File: config.mk
export PLATFORM = sky130hd
export DESIGN_NAME = tc_coherence_ctrl
export DESIGN_NICKNAME = d
export VERILOG_FILES = /design/src/rtl/tc_pkg.sv /design/src/rtl/tc_line_table.sv /design/src/rtl/tc_snoop.sv /design/src/rtl/tc_permit.sv /design/src/rtl/tc_coherence_ctrl.sv
export SDC_FILE = /design/constraint.sdc
export NUM_CORES = 1
export LEC_CHECK = 0
export ABC_AREA = 0
export ABC_CLOCK_PERIOD_IN_PS = 6000
export BUFFER_PORTS_ARGS = -buffer_cell sky130_fd_sc_hd__clkbuf_2
export CAP_MARGIN = 25
export CORE_MARGIN = 1
export CORE_UTILIZATION = 56
export DETAILED_ROUTE_END_ITERATION = 10
export GPL_ROUTABILITY_DRIVEN = 1
export PLACE_DENSITY = 0.75
export SYNTH_ARGS = -nofsm -noshare
export SYNTH_HDL_FRONTEND = slang
export SYNTH_HIERARCHICAL = 1
export SYNTH_SLANG_ARGS = --single-unit
File: constraint.sdc
create_clock -name clk -period 6 [get_ports clk]
set_input_delay 0 -clock clk [delete_from_list [all_inputs] [get_ports clk]]
set_output_delay 0 -clock clk [all_outputs]
set_load 0.02 [all_outputs]
File: src/rtl/tc_pkg.sv
package tc_pkg;

    // Message kind field shared by the incoming and outgoing ports.
    typedef enum logic [1:0] {
        MSG_XFER   = 2'd0,
        MSG_REQ_SH = 2'd1,
        MSG_REQ_EX = 2'd2,
        MSG_NONE   = 2'd3
    } msg_kind_e;

endpackage

File: src/rtl/tc_line_table.sv
module tc_line_table #(
    parameter int NUM_LINES = 8,
    parameter int ADDR_W    = 3,
    parameter int CNT_W     = 3
) (
    input  logic              clk,
    input  logic              rst_n,
    input  logic              upd_en,
    input  logic [ADDR_W-1:0] upd_addr,
    input  logic [CNT_W-1:0]  upd_count,
    input  logic [ADDR_W-1:0] rd_a_addr,
    output logic [CNT_W-1:0]  rd_a_count,
    input  logic [ADDR_W-1:0] rd_b_addr,
    output logic [CNT_W-1:0]  rd_b_count
);

    logic [CNT_W-1:0] cnt_arr [NUM_LINES];

    for (genvar g = 0; g < NUM_LINES; g++) begin : g_line
        logic [CNT_W-1:0] cnt_d;
        logic [CNT_W-1:0] cnt_q;

        always_comb begin
            cnt_d = cnt_q;
            if (upd_en && (upd_addr == ADDR_W'(g))) begin
                cnt_d = upd_count;
            end
        end

        always_ff @(posedge clk) begin
            if (!rst_n) begin
                cnt_q <= '0;
            end else begin
                cnt_q <= cnt_d;
            end
        end

        assign cnt_arr[g] = cnt_q;
    end

    assign rd_a_count = cnt_arr[rd_a_addr];
    assign rd_b_count = cnt_arr[rd_b_addr];

endmodule

File: src/rtl/tc_snoop.sv
module tc_snoop
    import tc_pkg::*;
#(
    parameter int TOKENS = 4,
    parameter int CNT_W  = 3
) (
    input  logic             in_valid,
    input  logic [1:0]       in_kind,
    input  logic [CNT_W-1:0] in_tokens,
    input  logic             in_data_valid,
    input  logic [CNT_W-1:0] cur_count,
    output logic             upd_en,
    output logic [CNT_W-1:0] upd_count,
    output logic             resp_valid,
    output logic [CNT_W-1:0] resp_tokens
);

    localparam logic [CNT_W:0]   MAX_SUM = (CNT_W+1)'(TOKENS);
    localparam logic [CNT_W-1:0] MAX_CNT = CNT_W'(TOKENS);
    localparam logic [CNT_W-1:0] ONE     = CNT_W'(1);

    logic [CNT_W:0] sum;

    always_comb begin
        upd_en      = 1'b0;
        upd_count   = cur_count;
        resp_valid  = 1'b0;
        resp_tokens = '0;
        sum         = {1'b0, cur_count} + {1'b0, in_tokens};
        if (in_valid) begin
            case (msg_kind_e'(in_kind))
                MSG_XFER: begin
                    // Tokens without data may only join an existing copy.
                    if ((in_tokens != '0) && (in_data_valid || (cur_count != '0))) begin
                        upd_en    = 1'b1;
                        upd_count = (sum > MAX_SUM) ? MAX_CNT : sum[CNT_W-1:0];
                    end
                end
                MSG_REQ_EX: begin
                    if (cur_count != '0) begin
                        upd_en      = 1'b1;
                        upd_count   = '0;
                        resp_valid  = 1'b1;
                        resp_tokens = cur_count;
                    end
                end
                MSG_REQ_SH: begin
                    if (cur_count > ONE) begin
                        upd_en      = 1'b1;
                        upd_count   = cur_count - ONE;
                        resp_valid  = 1'b1;
                        resp_tokens = ONE;
                    end
                end
                default: begin
                end
            endcase
        end
    end

endmodule

File: src/rtl/tc_permit.sv
module tc_permit #(
    parameter int TOKENS = 4,
    parameter int CNT_W  = 3
) (
    input  logic             req_write,
    input  logic [CNT_W-1:0] count,
    output logic             allowed
);

    localparam logic [CNT_W-1:0] MAX_CNT = CNT_W'(TOKENS);

    always_comb begin
        if (req_write) begin
            allowed = (count == MAX_CNT);
        end else begin
            allowed = (count != '0);
        end
    end

endmodule

File: src/rtl/tc_coherence_ctrl.sv
module tc_coherence_ctrl
    import tc_pkg::*;
#(
    parameter int TOKENS = 4,
    parameter int ADDR_W = 3
) (
    input  logic                        clk,
    input  logic                        rst_n,
    input  logic                        cpu_req_valid,
    input  logic                        cpu_req_write,
    input  logic [ADDR_W-1:0]           cpu_req_addr,
    output logic                        cpu_grant,
    input  logic                        in_valid,
    input  logic [1:0]                  in_kind,
    input  logic [ADDR_W-1:0]           in_addr,
    input  logic [$clog2(TOKENS):0]     in_tokens,
    input  logic                        in_data_valid,
    output logic                        out_valid,
    output logic [1:0]                  out_kind,
    output logic [ADDR_W-1:0]           out_addr,
    output logic [$clog2(TOKENS):0]     out_tokens,
    output logic                        out_data_valid
);

    localparam int CNT_W     = $clog2(TOKENS) + 1;
    localparam int NUM_LINES = 1 << ADDR_W;

    typedef struct packed {
        logic              out_valid;
        logic [1:0]        out_kind;
        logic [ADDR_W-1:0] out_addr;
        logic [CNT_W-1:0]  out_tokens;
        logic              out_dv;
        logic              req_sent;
    } state_t;

    state_t state_d;
    state_t state_q;

    logic [CNT_W-1:0] cpu_count;
    logic [CNT_W-1:0] msg_count;
    logic             upd_en;
    logic [CNT_W-1:0] upd_count;
    logic             resp_valid;
    logic [CNT_W-1:0] resp_tokens;
    logic             permit_ok;

    tc_line_table #(
        .NUM_LINES (NUM_LINES),
        .ADDR_W    (ADDR_W),
        .CNT_W     (CNT_W)
    ) u_table (
        .clk        (clk),
        .rst_n      (rst_n),
        .upd_en     (upd_en),
        .upd_addr   (in_addr),
        .upd_count  (upd_count),
        .rd_a_addr  (cpu_req_addr),
        .rd_a_count (cpu_count),
        .rd_b_addr  (in_addr),
        .rd_b_count (msg_count)
    );

    tc_snoop #(
        .TOKENS (TOKENS),
        .CNT_W  (CNT_W)
    ) u_snoop (
        .in_valid      (in_valid),
        .in_kind       (in_kind),
        .in_tokens     (in_tokens),
        .in_data_valid (in_data_valid),
        .cur_count     (msg_count),
        .upd_en        (upd_en),
        .upd_count     (upd_count),
        .resp_valid    (resp_valid),
        .resp_tokens   (resp_tokens)
    );

    tc_permit #(
        .TOKENS (TOKENS),
        .CNT_W  (CNT_W)
    ) u_permit (
        .req_write (cpu_req_write),
        .count     (cpu_count),
        .allowed   (permit_ok)
    );

    assign cpu_grant = cpu_req_valid && permit_ok;

    always_comb begin
        state_d            = state_q;
        state_d.out_valid  = 1'b0;
        state_d.out_kind   = MSG_XFER;
        state_d.out_addr   = '0;
        state_d.out_tokens = '0;
        state_d.out_dv     = 1'b0;

        if (resp_valid) begin
            // Answers to other caches always win the outgoing port.
            state_d.out_valid  = 1'b1;
            state_d.out_kind   = MSG_XFER;
            state_d.out_addr   = in_addr;
            state_d.out_tokens = resp_tokens;
            state_d.out_dv     = 1'b1;
        end else if (cpu_req_valid && !permit_ok && !state_q.req_sent) begin
            state_d.out_valid  = 1'b1;
            state_d.out_kind   = cpu_req_write ? MSG_REQ_EX : MSG_REQ_SH;
            state_d.out_addr   = cpu_req_addr;
            state_d.out_tokens = '0;
            state_d.out_dv     = 1'b0;
            state_d.req_sent   = 1'b1;
        end

        if (!cpu_req_valid || permit_ok) begin
            state_d.req_sent = 1'b0;
        end
    end

    always_ff @(posedge clk) begin
        if (!rst_n) begin
            state_q <= '0;
        end else begin
            state_q <= state_d;
        end
    end

    assign out_valid      = state_q.out_valid;
    assign out_kind       = state_q.out_kind;
    assign out_addr       = state_q.out_addr;
    assign out_tokens     = state_q.out_tokens;
    assign out_data_valid = state_q.out_dv;

endmodule

# Yosys cells after proc, flatten, opt, wreduce, memory -nomap -nowiden
# Index checks and enable logic that the tools add are counted.
# totals
reg_bits	35
out_inout_bits	11
in_bits	17
wordCells	87
# op_classes
n_reduce_logical	25
eq_ne	10
add_sub_neg	2
magnitude_cmp	4
bitwise_logic	5
mux	27
# op_table
operator	count
$mux 3	11
$bmux 3 s3	2
$eq 3x3->1 const B	5
$logic_and 1x1->1	12
$mux 11	1
$mux 10	1
$pmux 3 s3	1
$reduce_bool 3->1	3
$ge 4x4->1 const B	2
$not 3->4	2
$mux 1	7
$eq 3x2->1 const B	2
$pmux 3 s2	1
$add 3x3->4	1
$gt 4x3->1 const B	1
$eq 3x1->1 const B	1
$gt 3x1->1 const B	1
$logic_not 1->1	3
$logic_not 3->1	1
$not 1->1	3
$pmux 1 s3	1
$reduce_or 3->1	1
$sub 3x1->3 const B	1
$eq 2x1->1 const B	1
7 further kinds	8

# Logic depth before layout (Yosys ltp)
# Gate-level depths: netlist (run 1).
# depth
word_depth	11
mapped_depth	12

# Cells and area by module
# The synthesis (run 1) kept the hierarchy.
# modules_own_cells
module	n_inst	cells_per_inst	area_each_um2
tc_line_table	1	107	1411.4
tc_snoop	1	60	435.4
tc_coherence_ctrl	1	37	414.1
tc_permit	1	2	13.8

# Worst setup path after synthesis (run 1)
# No wires, ideal clock.
# synth_timing
kind	reg2reg
start	register u_table.g_line[6].cnt_q[0]
end	register u_table.g_line[0].cnt_q[1]
stages_incl_launch_ff	12
setup_slack_ns	3.127
path_buffers	1
arrival_time_ns	2.757
t_required_ns	5.884
path_cell_list	dfxtp_1 -> mux4_1 -> mux2_2 -> ha_1 -> fa_1 -> nor4bb_1 -> a21o_1 -> and2_1 -> a221o_1 -> clkbuf_1 -> mux2i_1 -> nor2b_1
# synth_between
elab_cells_between_ends	22
cone_classes	add/sub (2); order compare (2); mux (14); reduce/logical (4)
# synth_lines
element	line	text
from (decl)	tc_line_table.sv:21	logic [CNT_W-1:0] cnt_q;
from (signal assigned)	tc_line_table.sv:34	cnt_q <= cnt_d;
$bmux 3 s3 (*)	tc_line_table.sv:42	assign rd_b_count = cnt_arr[rd_b_addr];
$mux 3 (implied by the code) (*) (2 in a row)	tc_line_table.sv:42	
via msg_count[0]	tc_coherence_ctrl.sv:41	logic [CNT_W-1:0] msg_count;
$add 3x3->4 / $reduce_bool 3->1 (equally long branches)	tc_snoop.sv:29, tc_snoop.sv:34, tc_snoop.sv:40	
$gt 4x3->1 / $logic_or 1x1->1 (equally long branches)	tc_snoop.sv:36, tc_snoop.sv:34	
$mux 3 / $logic_and 1x1->1 (equally long branches)	tc_snoop.sv:36, tc_snoop.sv:34	
$mux 3	tc_snoop.sv:34	if ((in_tokens != '0) && (in_data_valid || (cur_count != '0))) begin
$pmux 3 s3 (*)	tc_snoop.sv:31	case (msg_kind_e'(in_kind))
$mux 3 (*)	tc_snoop.sv:30	if (in_valid) begin
via upd_count[1]	tc_coherence_ctrl.sv:43	logic [CNT_W-1:0] upd_count;
to (signal assigned)	tc_line_table.sv:34	
to (decl)	tc_line_table.sv:21	
# The timed path passes the listed nets; every way through them passes the cells marked *. The select of a mux whose other input is x is not followed.
# A chain may end at the register's enable or synchronous reset.

# Worst setup path after layout (run 1)
# layout_timing
start	register u_table.g_line[3].cnt_q[0]
end	register u_table.g_line[0].cnt_q[0]
# layout_between
elab_chain_cells	10
elab_cells_between_ends	22
cone_classes	add/sub (2); order compare (2); mux (14); reduce/logical (4)
# layout_lines
element	line	text
from (decl)	tc_line_table.sv:21	
from (signal assigned)	tc_line_table.sv:34	
$bmux 3 s3 (*)	tc_line_table.sv:42	
$mux 3 (implied by the code) (*) (2 in a row)	tc_line_table.sv:42	
via msg_count[0]	tc_coherence_ctrl.sv:41	
branches (longest 4 deep; another with $gt 3x1->1)	n/a	
$pmux 1 s3 (*)	tc_snoop.sv:31	
$mux 1 (*)	tc_snoop.sv:30	
via upd_en	tc_coherence_ctrl.sv:42	logic upd_en;
$logic_and 1x1->1 (*)	tc_line_table.sv:25	if (upd_en && (upd_addr == ADDR_W'(g))) begin
# Mark *: on every way through the listed nets, which the timed path passes. The select of a mux whose other input is x is not followed.

==> impl_metrics.toml, run 1 <==
[run_status]
status = "finished clean"

[global_routing]
grt.overflow.total = 0
grt_start_max_net_pins = 32
overall_fraction_of_global_route_tracks_in_use_pct = 25.0
vias_in_the_first_global_route = 1664
wire_length_of_the_first_global_routing_pass_um = 8050
antenna_violations_before_repair = 0

[timing]
hold_violations = 0
timing.final.ws_setup_ps = 2810
final.setup.tns_ps = 0
fmax_mhz = 313
rsz0062_at_grt = "false"
post_layout_min_period_ps = 3190
final.period_utilization_pct = 53.2
hold_ws_ps = 16.3
finalSetupViolCount = 0
timing_worst_slew_pin_value_ps = 810
clock-skew-final_ps = 4.32
slew_hr_pct = 46.0
drv_slew = 0

[clocking]
clk_latency_ps = 280
clk_root_buffer_cell = "clkbuf_8"
cts_tree = "built"
tritoncts.num_buffers = 5
cts_buffer_depth = 2
post_cts_resized = 0
cts_htree_levels = 2
clk_transition_reported_paths_ps = 70
postCtsSetupBuffers = 0
cts-hold-fix-buffers = 1
clkSinkCount = 35

[die]
initial_core_util_pct = 60.3
core_area_um2 = 3770
pin_count = 28
design.die.area_um2 = 4320
num_rows = 22
die_height_um = 65.7
chipWidth_um = 65.7

[worst_setup_path]
worst-endpoint-arrival_ps = 3360
endpoint_kind = "flip-flop"
crit_required_ps = 6160
critPathSlowestCell = "a31oi_1"
critical_path_maximum_fanout = 8
timing.setup.critical_path_class = "reg -> reg"
path_cells = "mux4_1 -> mux2_2 -> ha_1 -> o21ba_1 -> o21ai_1 -> a31oi_1 -> nor4b_4 -> mux2i_1 -> nor2b_1"
cpPeakStageDelay_ps = 550
timing.critical_path.from_type = "flip-flop"
r2r_setup_slack_ps = 2810
r2r.worst_path.cells = 9

[synthesis]
avg_cell_area_syn_um2 = 11.0
synth_sequential_area_ratio_pct = 30.8
ys.warnings.count = 6
yosysTopAreaCell = "dfxtp_1"
yosys-top-cells-area = "dfxtp_1 (31%), mux4_1 (14%), mux2i_1 (11%), nor2b_1 (7.2%), ha_1 (5.5%)"
post-synth-top-area-fraction_pct = 30.8
yosys.cell_types.count = 47
netlist_area_um2 = 2270
async_reset_ff_share_pct = 0
syn-instance-count = 206
synth_fp_nets = 234
yosys_register_bits = 35
yosysMostFrequentCell = "dfxtp_1"
synth-edff-count = 0
synth_commonest_cells = "dfxtp_1 (35), nor2b_1 (26), mux2i_1 (24), mux4_1 (12), ha_1 (10)"
postSynth.topFlopCell = "dfxtp_1"

[finish]
syn2layout_area_growth_pct = 8.25
seqCellArea_um2 = 701
nets = 252
post_route_cells_drive_above_1_share_pct = 22.8
layout.cell_area.non_filler_um2 = 2460
diodes = 0
multi_input_area_um2 = 1420
fillerInstances = 297

[power_and_ir_drop]
clock_power_share_pct = 42.3
cellLeakagePower_nw = 1.08
peakVddDrop_mv = 0.175
power.combinational.fraction_pct = 9.0
switching_share_pct = 22.3
p_int_mw = 0.374
switchingPower_mw = 0.107
seq_power_share_pct = 48.8
power.density_nw_per_um2 = 196

[drt]
topRoutingLayerUsed = "met4"
first_iter_violations = 118
drc_errors = 0
wl_met1_um = 2220
total_detailed_routing_wirelength_um = 4750
final_antenna_net_count = 0
number_of_vias_after_detailed_routing = 1648
detailedRoute.firstPassIterationCount = 4
post_drt_via_cell_ratio = 6.06
met3RoutedLength_um = 160
detailroute.wirelength.met2_um = 2290
wl_per_cell_um = 17.5

[placement]
dpl_cell_area_um2 = 2350
dp_worst_setup_slack_ps = 2770
place_hpwl_um = 3600
numPortBuffers = 27
gp_congestion = 0.884

[hold_path]
hp-class = "in -> reg"
min_path_cells = 3

[job]
max_cap_viol_count = 0
==> cell usage in the layout, fill, tap and decap left out, drive strengths merged, types with 4 or more instances in the layout <==
cell type  instances
mux4              12
and3               4
mux2               6
o21ai              4
inv                8
nor3               4
ha                10
nand2              6
clkbuf            32
mux2i             24
nor2b             26
dfxtp             35
==> through the flow <==
stage	std cells	util (%)	power, mW
6_report	272	65.3	0.482
5_1_grt	272	65.3	0.500
4_1_cts	272	65.3	0.485
3_5_place_dp	264	62.2	0.282
3_3_place_gp	264	62.2	0.281
2_1_floorplan	206	-	0.270
==> logic make-up (layout without fill, tap and decap cells) <==
kind of cell,after synthesis,after routing,synth area share (%)
AOI/OAI and AO/OA,25,25,7.98
and+or+nand+nor,68,68,20.7
DFF,35,35,30.8
buffers and inverters,25,43,6.77
adders and majority gates,11,11,6.38
muxes,42,42,27.4
==> cell type report <==
| class | count | share of cell area [%] |
|---|---|---|
| multi-input combinational | 146 | 57.7 |
| clock inverter | 2 | 1.52 |
| inverter | 8 | 1.22 |
| clock buffer | 5 | 2.79 |
| tap | 48 | 2.44 |
| timing repair buffer | 28 | 5.89 |
| sequential | 35 | 28.5 |
==> final timing paths <==
kind | start | endpoint
worst max register to register | u_table/g_line[3].cnt_q[0] | u_table/g_line[0].cnt_q[0]
worst min-delay path | cpu_req_valid | state_q[0]
worst min register to register | state_q[0] | state_q[0]
worst max-delay path | u_table/g_line[3].cnt_q[0] | u_table/g_line[0].cnt_q[0]
==> worst max-delay path, delay by kind of cell (launching register included) <==
family | cells | cell delay [ps]
AO/OA/AOI/OAI | 3 | 920
flip-flops | 1 | 340
AND/OR/NAND/NOR | 2 | 510
multiplexers | 3 | 1080
adder cells (fa/ha/maj) | 1 | 230
==> power by group through the flow <==
| stage | Combinational, mW | Sequential, mW | Clock (mW) |
|---|---|---|---|
| floorplan | 0.0291 | 0.241 | 0 |
| global placement | 0.0408 | 0.240 | 0 |
| detailed placement | 0.0421 | 0.240 | 0 |
| CTS | 0.0427 | 0.235 | 0.208 |
| global route | 0.0468 | 0.235 | 0.218 |
| finish | 0.0431 | 0.235 | 0.204 |
==> flip-flops by register name, summed over array words and instances, names as in the netlist <==
name,cells
state_q,1
out_kind,2
out_data_valid,1
out_tokens,3
out_addr,3
u_table/g_line.cnt_q,24
out_valid,1
==> per-layer routing <==
| layer | track usage (%) | up-vias |
|---|---|---|
| met3 | 5.21 | 10 |
| met5 | 0 | - |
| li1 | - | 804 |
| met1 | 32.2 | 786 |
| met4 | 6.25 | 0 |
| met2 | 42.3 | 48 |
Note: power is estimated with default switching activity, not from simulation.
==> run 2, diff against run 1 <==
- ABC_CLOCK_PERIOD_IN_PS: 6000 -> 3100
- clock period: 6 -> 3.1 ns (I/O delays scaled with it)
==> run 2 against run 1 <==
Effect of this change: combinational power rose by 110%; sequential power rose by 94%; clock power rose by 57%; via count rose by 1.9%; worst setup slack got worse by 2700 ps; power rose by 79%; clock-buffer cell count rose by 1; sequential share of layout area fell by 0.50 points; non-clock buffer count rose by 6; largest power group unchanged.
==> impl_metrics.toml, run 2 (synthesis gave the netlist of run 1 again) <==
[run_status]
status = "finished clean"

[global_routing]
vias_in_the_first_global_route = 1593
overall_fraction_of_global_route_tracks_in_use_pct = 24.4
antenna_violations_before_repair = 0
grt_start_max_net_pins = 32
wire_length_of_the_first_global_routing_pass_um = 7660
grt.overflow.total = 0

[hold_path]
min_delay_worst_endpoint = "out_addr[1]"
hold_path_startpoint = "cpu_req_addr[1]"
min_path_cells = 2
hp-class = "in -> reg"

[die]
num_rows = 22
core_area_um2 = 3770
pin_count = 28
initial_core_util_pct = 60.3
design.die.area_um2 = 4320
chipWidth_um = 65.7
die_height_um = 65.7

[worst_setup_path]
crit_required_ps = 3280
worst-endpoint-arrival_ps = 3170
critPathSlowestCell = "mux4_1"
r2r.worst_path.cells = 12
timing.critical_path.from_type = "flip-flop"
critical_path_maximum_fanout = 8
timing.setup.critical_path_class = "reg -> reg"
path_cells = "mux4_1 -> mux2_2 -> inv_1 -> ha_1 -> nor3b_2 -> nor2_1 -> nand2_1 -> a31oi_1 -> buf_4 -> nand4b_1 -> mux2i_1 -> nor2b_1"
endpoint_kind = "flip-flop"
r2r_setup_slack_ps = 120
critPathBufInv = 2
critPathTopFamily = "multiplexers"
cpPeakStageDelay_ps = 490
rr_endpoint = "u_table/g_line[5].cnt_q[2]"
reg2reg_from = "u_table/g_line[4].cnt_q[1]"

[power_and_ir_drop]
power.density_nw_per_um2 = 345
peakVddDrop_mv = 0.343
power.combinational.fraction_pct = 10.2
p_int_mw = 0.649
clock_power_share_pct = 37.1
switching_share_pct = 24.9
switchingPower_mw = 0.215
cellLeakagePower_nw = 1.10
report.power.total_mw = 0.864
seq_power_share_pct = 52.7

[timing]
timing.final.ws_setup_ps = 116
clock-skew-final_ps = 8.03
drv_slew = 0
final.period_utilization_pct = 96.3
slew_hr_pct = 68.2
finalSetupViolCount = 0
timing_worst_slew_pin_value_ps = 477
fmax_mhz = 335
hold_ws_ps = 35.5
post_layout_min_period_ps = 2980
hold_violations = 0

[clocking]
clk_latency_ps = 290
clk_root_buffer_cell = "clkbuf_8"
cts_htree_levels = 2
clkSinkCount = 35
cts_buffer_depth = 2
cts_tree = "built"
clk_transition_reported_paths_ps = 70
tritoncts.num_buffers = 5

[finish]
registers.top_by_ff_count = "u_table/g_line.cnt_q"
fillerInstances = 289
seqCellArea_um2 = 701
commonest_non_fill_non_tap_cells_in_the_layout = "dfxtp_1 (35), clkbuf_2 (27), nor2b_1 (26)"
post_route_cells_drive_above_1_share_pct = 26.0
nets = 258
largest_register_ff_count = 24
diodes = 0
multi_input_area_um2 = 1440
most_common_cell_after_layout_fill_and_taps_aside = "dfxtp_1"
finish.utilization_pct = 66.5
syn2layout_area_growth_pct = 10.2

[placement]
numPortBuffers = 27
dp_worst_setup_slack_ps = -51.4
gp_congestion = 0.828
place_hpwl_um = 3450

[drt]
number_of_vias_after_detailed_routing = 1680
total_detailed_routing_wirelength_um = 4780
detailedRoute.firstPassIterationCount = 4
final_antenna_net_count = 0
post_drt_via_cell_ratio = 6.02
first_iter_violations = 122
drc_errors = 0
wl_per_cell_um = 17.1

[job]
max_cap_viol_count = 0
run 2: worst reg2reg max path, delay by kind of cell (launching register included):
kind | cells | cell delay, ps
flip-flops | 1 | 320
adder cells (fa/ha/maj) | 1 | 240
AND/OR/NAND/NOR | 5 | 810
AO/OA/AOI/OAI | 1 | 80
buffers and inverters | 2 | 340
multiplexers | 3 | 1060
run 2: final cells by class:
type,count,area share (%)
tap,48,2.40
clock buffer,6,2.90
multi-input combinational,146,57.4
sequential,35,28.0
timing repair buffer,34,7.69
clock inverter,2,0.499
inverter,8,1.20
run 2: metal layers:
layer / track usage (%) / share of wire (%)
met4: 8.97 / 1.4
met1: 30.3 / 44
met3: 7.12 / 5.2
met5: 0 / 0
met2: 39.7 / 50
run 2: worst max-delay path by stage:
stage | from | endpoint | slack [ps] | cells past startpoint
after floorplan | u_table/g_line[6].cnt_q[0] | u_table/g_line[0].cnt_q[1] | 230 | 11
after global placement | u_table/g_line[4].cnt_q[0] | u_table/g_line[2].cnt_q[1] | 130 | 10
after detailed placement | u_table/g_line[6].cnt_q[0] | u_table/g_line[7].cnt_q[2] | -50 | 9
after CTS | u_table/g_line[6].cnt_q[0] | u_table/g_line[2].cnt_q[1] | 5 | 10
after global routing | u_table/g_line[4].cnt_q[1] | u_table/g_line[7].cnt_q[2] | -20 | 12
final | u_table/g_line[4].cnt_q[1] | u_table/g_line[5].cnt_q[2] | 120 | 12
run 2: per-stage QoR:
step	setup TNS, ps	area (um^2)	cells
6_report	0	2510	279
5_1_grt	-49.2	2510	279
3_3_place_gp	0	2380	268
3_5_place_dp	-74.8	2380	268
4_1_cts	0	2490	278
2_1_floorplan	0	2270	206
run 2: power groups by stage:
stage	sequential [mW]	combinational, mW	clock (mW)
final	0.455	0.0885	0.320
after global routing	0.455	0.0945	0.351
after CTS	0.455	0.0863	0.326
after detailed placement	0.465	0.0838	0
after global placement	0.465	0.0811	0
after floorplan	0.466	0.0562	0
run 2: what timing repair did:
action | in CTS | in global routing
gates cloned | 0 | 0
resized for setup | 1 | 4
buffers inserted | 0 | 1
hold buffers | 2 | 0
pin swaps | 0 | 2
endpoints found under the setup margin | 7 | 22
hold endpoints to repair | 3 | 0
==> run 3, diff against run 2 <==
--- a/config.mk
+++ b/config.mk
@@ -7,5 +7,4 @@
 export LEC_CHECK = 0
 export ABC_AREA = 0
-export ABC_CLOCK_PERIOD_IN_PS = 3100
 export BUFFER_PORTS_ARGS = -buffer_cell sky130_fd_sc_hd__clkbuf_2
 export CAP_MARGIN = 25
@@ -14,4 +13,5 @@
 export DETAILED_ROUTE_END_ITERATION = 10
 export GPL_ROUTABILITY_DRIVEN = 1
+export HOLD_SLACK_MARGIN = 0.1
 export PLACE_DENSITY = 0.75
 export SYNTH_ARGS = -nofsm -noshare
==> constraint.sdc (replaced) <==
create_clock -name clk -period 3.1 [get_ports clk]
set_input_delay 0.155 -clock clk [delete_from_list [all_inputs] [get_ports clk]]
set_output_delay 0.155 -clock clk [all_outputs]
set_load 0.02 [all_outputs]
==> run 3 against run 2 <==
Effect of this change: register-to-register slack is essentially flat; sequential share of layout area shrank 0.51 points; first-iteration DRC count is 4.1% higher; utilization increased by 1.2 points; maximum frequency decreased by 0.39%; clock skew decreased by 4.1 ps; power grew 12%; clock-buffer cell count is the same; worst hold slack better by 130 ps; global-route usage is 0.083 points lower; final cell count rose by 1.4%; flip-flop and latch count unchanged; critical endpoint is now u_table/g_line[5].cnt_q[0].
==> impl_metrics.toml, run 3 (synthesis gave the netlist of run 1 again) <==
[worst_setup_path]
worst-endpoint-arrival_ps = 3180
critical_path_maximum_fanout = 8
cpPeakStageDelay_ps = 510
crit_required_ps = 3280
path_cells = "mux4_1 -> mux2_2 -> inv_1 -> ha_1 -> nor3b_2 -> nor2_1 -> nand2_1 -> a31oi_1 -> buf_4 -> nand4b_1 -> mux2i_1 -> nor2b_1"
timing.setup.critical_path_class = "reg -> reg"
critPathSlowestCell = "mux4_1"
critPathBufInv = 2
critPathTopFamily = "multiplexers"
timing.critical_path.from_type = "flip-flop"
endpoint_kind = "flip-flop"

[finish]
diodes = 0
most_common_cell_after_layout_fill_and_taps_aside = "dfxtp_1"
nets = 262
largest_register_ff_count = 24
commonest_non_fill_non_tap_cells_in_the_layout = "dfxtp_1 (35), clkbuf_2 (27), nor2b_1 (26)"
post_route_cells_drive_above_1_share_pct = 27.2
syn2layout_area_growth_pct = 12.2
registers.top_by_ff_count = "u_table/g_line.cnt_q"
post_layout_nonfiller_instances = 283
fillerInstances = 284

[global_routing]
antenna_violations_before_repair = 0
wire_length_of_the_first_global_routing_pass_um = 7720
vias_in_the_first_global_route = 1655
grt.overflow.total = 0
grt_start_max_net_pins = 32
overall_fraction_of_global_route_tracks_in_use_pct = 24.3

[drt]
detailedRoute.firstPassIterationCount = 5
final_antenna_net_count = 0
wl_per_cell_um = 17.2
detailroute.wirelength.met2_um = 2390
total_detailed_routing_wirelength_um = 4870
topRoutingLayerUsed = "met4"
first_iter_violations = 127
met3RoutedLength_um = 273
drc_errors = 0
number_of_vias_after_detailed_routing = 1689
wl_met1_um = 2150
post_drt_via_cell_ratio = 5.97

[die]
num_rows = 22
core_area_um2 = 3770
pin_count = 28
design.die.area_um2 = 4320
initial_core_util_pct = 60.3
die_height_um = 65.7
chipWidth_um = 65.7

[power_and_ir_drop]
cellLeakagePower_nw = 1.14
power.density_nw_per_um2 = 380
report.power.total_mw = 0.969
peakVddDrop_mv = 0.278

[placement]
numPortBuffers = 27
place_hpwl_um = 3500
dp_cells = 273
gp_congestion = 0.843

[clocking]
clk_root_buffer_cell = "clkbuf_8"
cts_tree = "built"
cts_htree_levels = 2
clk_latency_ps = 290
clkSinkCount = 35
cts_buffer_depth = 2
clk_transition_reported_paths_ps = 70
tritoncts.num_buffers = 5

[timing]
hold_violations = 0
drv_slew = 0
fmax_mhz = 334
timing_worst_slew_pin_value_ps = 686
finalSetupViolCount = 0
slew_hr_pct = 54.0
final.setup.tns_ps = 0
clock-skew-final_ps = 3.88
final.period_utilization_pct = 96.6
rsz0062_at_grt = "false"
post_layout_min_period_ps = 3000

[hold_path]
hp-class = "in -> reg"

[run_status]
status = "finished clean"

[job]
max_cap_viol_count = 0
==> run 3: cell count changes in the layout (fill, tap and decap cells not counted) <==
cell,before,now
clkbuf_8,5,6
mux2_2,5,6
o21ai_2,1,0
dlygate4sd3_1,2,1
mux2_4,1,0
o21ai_1,1,2
clkbuf_1,1,0
bufinv_16,0,1
o221ai_1,1,2
o221ai_2,1,0
clkinvlp_4,1,0
buf_4,5,10
==> run 3: final timing paths <==
kind,start,endpoint,slack [ps],depth (start not counted)
min,cpu_req_valid,state_q[0],170,3
max reg2reg,u_table/g_line[4].cnt_q[1],u_table/g_line[5].cnt_q[0],100,12
max,u_table/g_line[4].cnt_q[1],u_table/g_line[5].cnt_q[0],100,12
min reg2reg,state_q[0],state_q[0],510,2
==> run 3: area by class of cell <==
type / count / area [um^2] / share of cell area [%]
timing repair buffer: 38 / 220 / 8.63
tap: 48 / 60.1 / 2.35
multi-input combinational: 146 / 1420 / 55.8
sequential: 35 / 701 / 27.5
clock buffer: 6 / 82.6 / 3.24
clock inverter: 2 / 35.0 / 1.37
inverter: 8 / 30.0 / 1.18
==> run 3: power breakdown <==
group | total, mW | switching (mW) | internal [mW]
registers | 0.455 | 0.00154 | 0.453
clock network | 0.428 | 0.168 | 0.260
logic | 0.0868 | 0.0481 | 0.0387
total | 0.969 | 0.217 | 0.752
==> run 3: per-layer routing <==
layer	vias up	global-route usage, %
li1	819	-
met4	0	9.24
met3	7	5.73
met5	-	0
met1	813	28.8
met2	50	42.0
==> run 3: tightest hold or removal path, cell delays in order <==
cell      delay (ps)
clkbuf_2         100
nand3b_1         110
a21oi_1           50
==> run 3: timing repair <==
item / 4_1_cts / 5_1_grt
endpoints found under the setup margin: 0 / 10
gates resized for setup: 0 / 2
hold buffers: 1 / 0
setup buffers: 0 / 1
endpoints found under the hold margin: 1 / 0
==> run 3: metrics by stage <==
step / utilization [%] / hold slack [ps] / setup WS (ps) / instance area (um^2)
4_1_cts: 67.4 / 166 / 73.2 / 2540
3_3_place_gp: 64.0 / 365 / 65.7 / 2410
6_report: 67.7 / 170 / 104 / 2550
2_1_floorplan: - / 232 / 215 / 2270
5_1_grt: 67.7 / 201 / 0.0577 / 2550
3_5_place_dp: 64.0 / 370 / 6.13 / 2410
